**src/rtl/xlc_pkg.sv**
```systemverilog
package xlc_pkg;
  localparam int FC_W     = 3;
  localparam int LA_W     = 32;
  localparam int PAGE_MIN = 8;
  localparam int TAG_AW   = LA_W - PAGE_MIN;
  localparam int SH_W     = 4;

  typedef struct packed {
    logic              v;
    logic [FC_W-1:0]   fc;
    logic [TAG_AW-1:0] la;
  } xlc_tag_t;

  function automatic logic [SH_W-1:0] shift_eff(logic [SH_W-1:0] sh);
    return (sh < SH_W'(PAGE_MIN)) ? SH_W'(PAGE_MIN) : sh;
  endfunction

  function automatic logic [TAG_AW-1:0] ign_mask(logic [SH_W-1:0] sh);
    logic [TAG_AW-1:0] one;
    one = {{(TAG_AW-1){1'b0}}, 1'b1};
    return (one << (shift_eff(sh) - SH_W'(PAGE_MIN))) - one;
  endfunction
endpackage

```
**src/rtl/xlc_match.sv**
```systemverilog
module xlc_match
  import xlc_pkg::*;
#(
  parameter int N = 8
) (
  input  xlc_tag_t [N-1:0]    tags,
  input  logic [FC_W-1:0]     q_fc,
  input  logic [TAG_AW-1:0]   q_la,
  input  logic [SH_W-1:0]     q_sh,
  output logic [N-1:0]        hit
);
  logic [TAG_AW-1:0] keep_m;
  assign keep_m = ~ign_mask(q_sh);

  for (genvar g = 0; g < N; g++) begin : g_cmp
    assign hit[g] = tags[g].v && (tags[g].fc == q_fc) &&
                    (((tags[g].la ^ q_la) & keep_m) == '0);
  end
endmodule

```
**src/rtl/xlc_pick.sv**
```systemverilog
module xlc_pick #(
  parameter int N  = 8,
  localparam int IW = $clog2(N)
) (
  input  logic [N-1:0]  req,
  output logic [IW-1:0] idx,
  output logic          any
);
  always_comb begin
    idx = '0;
    any = 1'b0;
    for (int i = N - 1; i >= 0; i--) begin
      if (req[i]) begin
        idx = IW'(i);
        any = 1'b1;
      end
    end
  end
endmodule

```
**src/rtl/xlc_victim.sv**
```systemverilog
module xlc_victim #(
  parameter int N  = 8,
  localparam int IW = $clog2(N)
) (
  input  logic [N-1:0]  vld,
  input  logic [N-1:0]  hist,
  output logic [IW-1:0] idx
);
  logic [N-1:0] cand;
  logic         unused_any;

  always_comb begin
    if (~&vld) cand = ~vld;
    else       cand = vld & ~hist;
  end

  xlc_pick #(.N(N)) u_pick (.req(cand), .idx(idx), .any(unused_any));
endmodule

```
**src/rtl/xlc_top.sv**
```systemverilog
module xlc_top
  import xlc_pkg::*;
#(
  parameter int ENTRIES = 8,
  localparam int IW = $clog2(ENTRIES)
) (
  input  logic              clk,
  input  logic              rst_n,
  input  logic              lk_valid,
  input  logic [2:0]        lk_fc,
  input  logic [31:0]       lk_addr,
  input  logic [3:0]        pg_shift,
  input  logic              ld_en,
  input  logic [2:0]        ld_fc,
  input  logic [23:0]       ld_page,
  input  logic [23:0]       ld_ppage,
  input  logic              fl_all,
  input  logic              fl_sel,
  input  logic [2:0]        fl_fc,
  input  logic [23:0]       fl_page,
  input  logic              cfg_wr,
  input  logic              cfg_keep,
  output logic              rsp_hit,
  output logic [31:0]       rsp_paddr
);
  localparam logic [ENTRIES-1:0] ONE_N = {{(ENTRIES-1){1'b0}}, 1'b1};
  localparam logic [LA_W-1:0]    ONE_A = {{(LA_W-1){1'b0}}, 1'b1};

  xlc_tag_t [ENTRIES-1:0]             tag_q, tag_d;
  logic [ENTRIES-1:0][TAG_AW-1:0]     pp_q, pp_d;
  logic [ENTRIES-1:0]                 hist_q, hist_d;
  logic                               hit_q, hit_d;
  logic [LA_W-1:0]                    pa_q, pa_d;

  logic [ENTRIES-1:0] vld_now, lk_m, ld_hm, fl_m, v1, h1, ld_m, v2;
  logic [ENTRIES-1:0] tgt_oh, tch_oh, h_upd;
  logic [IW-1:0]      lk_idx, lm_idx, vic_idx, tgt, tch_idx;
  logic               lk_any, lm_any, flush_all, touch_en, tbl_en;
  logic [LA_W-1:0]    off_m;

  for (genvar g = 0; g < ENTRIES; g++) begin : g_vld
    assign vld_now[g] = tag_q[g].v;
  end

  xlc_match #(.N(ENTRIES)) u_m_lk (.tags(tag_q), .q_fc(lk_fc),
    .q_la(lk_addr[LA_W-1:PAGE_MIN]), .q_sh(pg_shift), .hit(lk_m));
  xlc_match #(.N(ENTRIES)) u_m_ld (.tags(tag_q), .q_fc(ld_fc),
    .q_la(ld_page), .q_sh(pg_shift), .hit(ld_hm));
  xlc_match #(.N(ENTRIES)) u_m_fl (.tags(tag_q), .q_fc(fl_fc),
    .q_la(fl_page), .q_sh(pg_shift), .hit(fl_m));

  xlc_pick #(.N(ENTRIES)) u_pk_lk (.req(lk_m), .idx(lk_idx), .any(lk_any));
  xlc_pick #(.N(ENTRIES)) u_pk_ld (.req(ld_m), .idx(lm_idx), .any(lm_any));
  xlc_victim #(.N(ENTRIES)) u_vic (.vld(v1), .hist(h1), .idx(vic_idx));

  // Flush stage, then load stage, then history
  always_comb begin
    flush_all = fl_all | (cfg_wr & ~cfg_keep);
    if (flush_all)   v1 = '0;
    else if (fl_sel) v1 = vld_now & ~fl_m;
    else             v1 = vld_now;
    h1     = hist_q & v1;
    ld_m   = ld_hm & v1;
    tgt    = lm_any ? lm_idx : vic_idx;
    tgt_oh = ONE_N << tgt;
    v2     = ld_en ? ((v1 & ~ld_m) | tgt_oh) : v1;

    touch_en = ld_en | (lk_valid & lk_any & v1[lk_idx]);
    tch_idx  = ld_en ? tgt : lk_idx;
    tch_oh   = ONE_N << tch_idx;
    h_upd    = (h1 & v2) | tch_oh;
    if (&h_upd) h_upd = tch_oh;
    hist_d   = touch_en ? h_upd : (h1 & v2);
    tbl_en   = ld_en | flush_all | fl_sel | touch_en;

    tag_d = tag_q;
    pp_d  = pp_q;
    for (int i = 0; i < ENTRIES; i++) tag_d[i].v = v2[i];
    if (ld_en) begin
      tag_d[tgt].fc = ld_fc;
      tag_d[tgt].la = ld_page;
      pp_d[tgt]     = ld_ppage;
    end
  end

  // Registered response from the pre-update table
  always_comb begin
    off_m = (ONE_A << shift_eff(pg_shift)) - ONE_A;
    hit_d = lk_valid & lk_any;
    pa_d  = '0;
    if (hit_d)
      pa_d = ({pp_q[lk_idx], {PAGE_MIN{1'b0}}} & ~off_m) | (lk_addr & off_m);
  end

  always_ff @(posedge clk or negedge rst_n) begin
    if (!rst_n) begin
      tag_q  <= '0;
      pp_q   <= '0;
      hist_q <= '0;
      hit_q  <= 1'b0;
      pa_q   <= '0;
    end else begin
      if (tbl_en) begin
        tag_q  <= tag_d;
        pp_q   <= pp_d;
        hist_q <= hist_d;
      end
      hit_q <= hit_d;
      pa_q  <= pa_d;
    end
  end

  assign rsp_hit   = hit_q;
  assign rsp_paddr = pa_q;


  rsp_from_req_chk: assert property (@(posedge clk) disable iff (!rst_n)
    rsp_hit |-> $past(lk_valid));

  hist_never_full_chk: assert property (@(posedge clk) disable iff (!rst_n)
    !(&hist_q));

  flush_clears_chk: assert property (@(posedge clk) disable iff (!rst_n)
    (flush_all && !ld_en) |=> (vld_now == '0));

  free_first_chk: assert property (@(posedge clk) disable iff (!rst_n)
    (ld_en && !lm_any && !(&v1)) |-> !v1[tgt]);

  load_lands_chk: assert property (@(posedge clk) disable iff (!rst_n)
    ld_en |=> (vld_now[$past(tgt)] && $countones(vld_now) >= 1));
endmodule

```
**config.mk**
```make
export PLATFORM = sky130hd
export DESIGN_NAME = xlc_top
export DESIGN_NICKNAME = d
export VERILOG_FILES = /design/src/rtl/xlc_pkg.sv /design/src/rtl/xlc_match.sv /design/src/rtl/xlc_pick.sv /design/src/rtl/xlc_victim.sv /design/src/rtl/xlc_top.sv
export SDC_FILE = /design/constraint.sdc
export NUM_CORES = 2
export LEC_CHECK = 0
export BUFFER_PORTS_ARGS = -buffer_cell sky130_fd_sc_hd__buf_2
export CAP_MARGIN = 25
export CORE_MARGIN = 1
export CORE_UTILIZATION = 48
export DETAILED_ROUTE_END_ITERATION = 6
export PLACE_DENSITY = 0.65
export SETUP_SLACK_MARGIN = 0.02
export SLEW_MARGIN = 40
export SYNTH_ARGS = -nofsm -noshare
export SYNTH_HDL_FRONTEND = slang
export SYNTH_SLANG_ARGS = --single-unit
export TNS_END_PERCENT = 50
```
**constraint.sdc**
```tcl
create_clock -name clk -period 6.3 [get_ports clk]
set_input_delay 0.63 -clock clk [delete_from_list [all_inputs] [get_ports clk]]
set_output_delay 0.63 -clock clk [all_outputs]
set_load 0.01 [all_outputs]
```
==> flow_summary.toml <==
[status]
violations = "DRC"
outcome = "finished with violations"

[routing]
vias = 23800
met2_length_um = 53100
drc = 1
wl_um = 120000
highest_layer = "met5"
wl_met3_um = 9910
firstDrtPassIters = 7
viasPerCell = 6.58
wl_per_cell_um = 33.1
antenna_left = 0
wl_met1_um = 47900
drt_iter0_drc = 2732

[power_and_ir_drop]
p_sw_share_pct = 30.7
clkPwrFrac_pct = 38.3
worst_ir_drop_vdd_uv = 224
power_frac_comb_pct = 19.2
sequentialPowerShare_pct = 42.5
p_leak_nw = 14.0
p_int_mw = 5.52
power.switching_mw = 2.44
power_density_nw_per_um2 = 243

[clock_tree]
cts-hold-fix-buffers = 0
cts_sinks = 457
htree_levels = 2
clock_path_buffers = 3
post_cts_buffers = 0
cts_tree = "yes"
clk_latency_ps = 640
root_buffer = "clkbuf_16"
cts_made_buffers = 53
path_clk_slew_ps = 60
post_cts_resized = 0

[global_route]
grt_pass1_wl_um = 171000
grt_usage_pct = 38.2
overflow = 0
grt_max_degree = 150
antenna_found_initial = 1
grt_pass1_vias = 23700

[timing]
worst_pin_slew_ps = 937
hold_viol = 0
clock.fmax_mhz = 186
rsz0062_at_grt = "false"
setup_violations = 0
fin_crit_sh_pct = 85.1
drv_slew = 0
min_period_ps = 5360
fin_skew_ps = 41.7
setup_tns_ps = 0
maxSlewHeadroom_pct = 37.2

[yosys]
ys_ff_latch = 457
yosysTopAreaCell = "dfrtp_1"
synthFlopType = "dfrtp_1"
synth_fp_nets = 2868
synth-edff-count = 0
syn_avg_cell_area_um2 = 10.7
ys_seq_area_share_pct = 38.9
syn_inst = 2741
synthTopCellsByArea = "dfrtp_1 39%, mux2_2 16%, xnor2_1 10%"
synth_compound_area_share_pct = 9.35
syn_area_um2 = 29400
synth_common_cells = "457 x dfrtp_1, 409 x mux2_2, 346 x xnor2_1, 303 x xor2_1, 122 x clkbuf_1"
synth_top_family_by_area = "XOR/XNOR gates"
ys_types = 96
yosys.area.top_type_share_pct = 38.9
yosysMostFrequentCell = "dfrtp_1"
synthMuxAreaShare_pct = 17.5
synthXorXnorAreaFrac_pct = 19.4
async_flop_share_pct = 100
yosys_warnings = 0
synthAdderAreaFrac_pct = 0.0852
yosys.area_share.simple_pct = 11.3

[layout]
drive_gt1_share_pct = 26.9
num_antenna_cells = 0
register_area_um2 = 11400
stdcell_count = 3619
syn2layout_area_growth_pct = 11.4
multi_input_area_um2 = 17000
layout.nets = 2931
fillers = 5339

[placed_design]
dpl.hpwl_um = 82500
dp_cells = 3530
portBuffers = 157
gp_congestion = 1.07

[floorplanning]
design.die.area_um2 = 62200
rows = 90
start_util_pct = 48.7
die_w_um = 249
io-pin-count = 158
die_h_um = 249
core_um2 = 60400

[critical_path]
ff2ff_setup_slack_ps = 1000
cpPeakStageDelay_ps = 610
path_class = "in -> reg"
cp-end-kind = "flop"
path_cells = "buf_2 > o31ai_4 > inv_1 > ha_1 > nor3b_1 > o211a_2 > nor3_1 > nor4_1 > o22ai_1 > nor4_2 > nand2_1 > or3_1 > o21a_4 > o31ai_2 > o211ai_1 > and3_1 > nand4b_4 > a221o_1"
cp_slowest_cell = "nor4_1"
path_max_fanout = 12
crit_buf_inv = 2
critPathRequiredTime_ps = 6810
critPathLaunchType = "primary input"
crit_family = "simple AND/OR/NAND/NOR gates"
crit_arrival_ps = 5870

[min_path]
min_path_type = "in -> async"

[flow_run]
cap_violations = 0
-- power by group through the flow --
stage               registers (mW)  logic [mW]  clock network [mW]
floorplan                     3.35       0.991                   0
global placement              3.41        1.47                   0
detailed placement            3.43        1.49                   0
CTS                           3.37        1.50                3.09
global route                  3.40        1.61                3.20
finish                        3.38        1.53                3.05
-- stage by stage --
| step | hold slack (ps) | cell area, um^2 | setup slack [ps] | util (%) | power (mW) |
|---|---|---|---|---|---|
| 2_1_floorplan | 334 | 29400 | 970 | - | 4.35 |
| 6_report | 43.9 | 32700 | 936 | 54.2 | 7.96 |
| 5_1_grt | 94.8 | 32700 | 764 | 54.2 | 8.22 |
| 3_5_place_dp | 484 | 31000 | 467 | 51.3 | 4.92 |
| 3_3_place_gp | 478 | 30900 | 521 | 51.3 | 4.89 |
| 4_1_cts | 59.8 | 32700 | 1090 | 54.1 | 7.97 |
-- layout make-up --
class / count / share of cell area (%)
multi-input combinational: 2044 / 52.1
sequential: 457 / 35.0
timing repair buffer: 225 / 4.56
clock buffer: 72 / 4.52
tap: 782 / 2.99
clock inverter: 16 / 0.612
inverter: 23 / 0.264
-- kinds of logic after synthesis --
family / after synthesis
AOI/OAI and AO/OA: 362
xor gates and xnor gates: 650
adders and majority gates: 2
buffers and inverters: 240
DFF: 457
muxes: 461
and+or+nand+nor: 569
-- path summary, 6_finish.rpt --
check / startpoint / end / depth (start not counted)
worst max-delay path: pg_shift[2] / hist_q[6]$_DFFE_PN0N_ / 18
worst min-delay path: rst_n / tag_q[194]$_DFFE_PN0P_ / 1
worst max register to register: tag_q[186]$_DFFE_PN0P_ / hist_q[6]$_DFFE_PN0N_ / 15
worst min register to register: pp_q[7]$_DFFE_PN0P_ / pp_q[7]$_DFFE_PN0P_ / 1
max in group asynchronous: rst_n / pp_q[71]$_DFFE_PN0P_ / 3
min in group clk: lk_addr[6] / rsp_paddr[6]$_DFF_PN0_ / 2
-- sequential cells by signal, summed over array words and instances, names as in the netlist --
name,cells
tag_q,224
pp_q,192
rsp_paddr,32
hist_q,8
rsp_hit,1
-- routing by layer --
layer  vias up  GRT usage (%)
li1      10000              -
met1     12100           49.5
met2      1281           58.8
met3       372           7.01
met4         2           24.7
met5         -              0
-- layout by cell type (no fill, tap or decap), types with 19 or more instances in the layout --
master       n
inv_1       22
nand2_1     62
clkbuf_16   53
nor4_1      82
nand3_1     29
xor2_1     303
xnor2_1    346
mux2_2     409
o211ai_1    33
buf_4       53
dfrtp_1    457
nor2b_1     52
nand4_1    117
nor2_1      65
or4_1       19
a21oi_1     71
mux2i_1     51
a211oi_1   112
buf_2      156
nor3_1      41
and2_1      20
(Power assumes the default switching activity.)
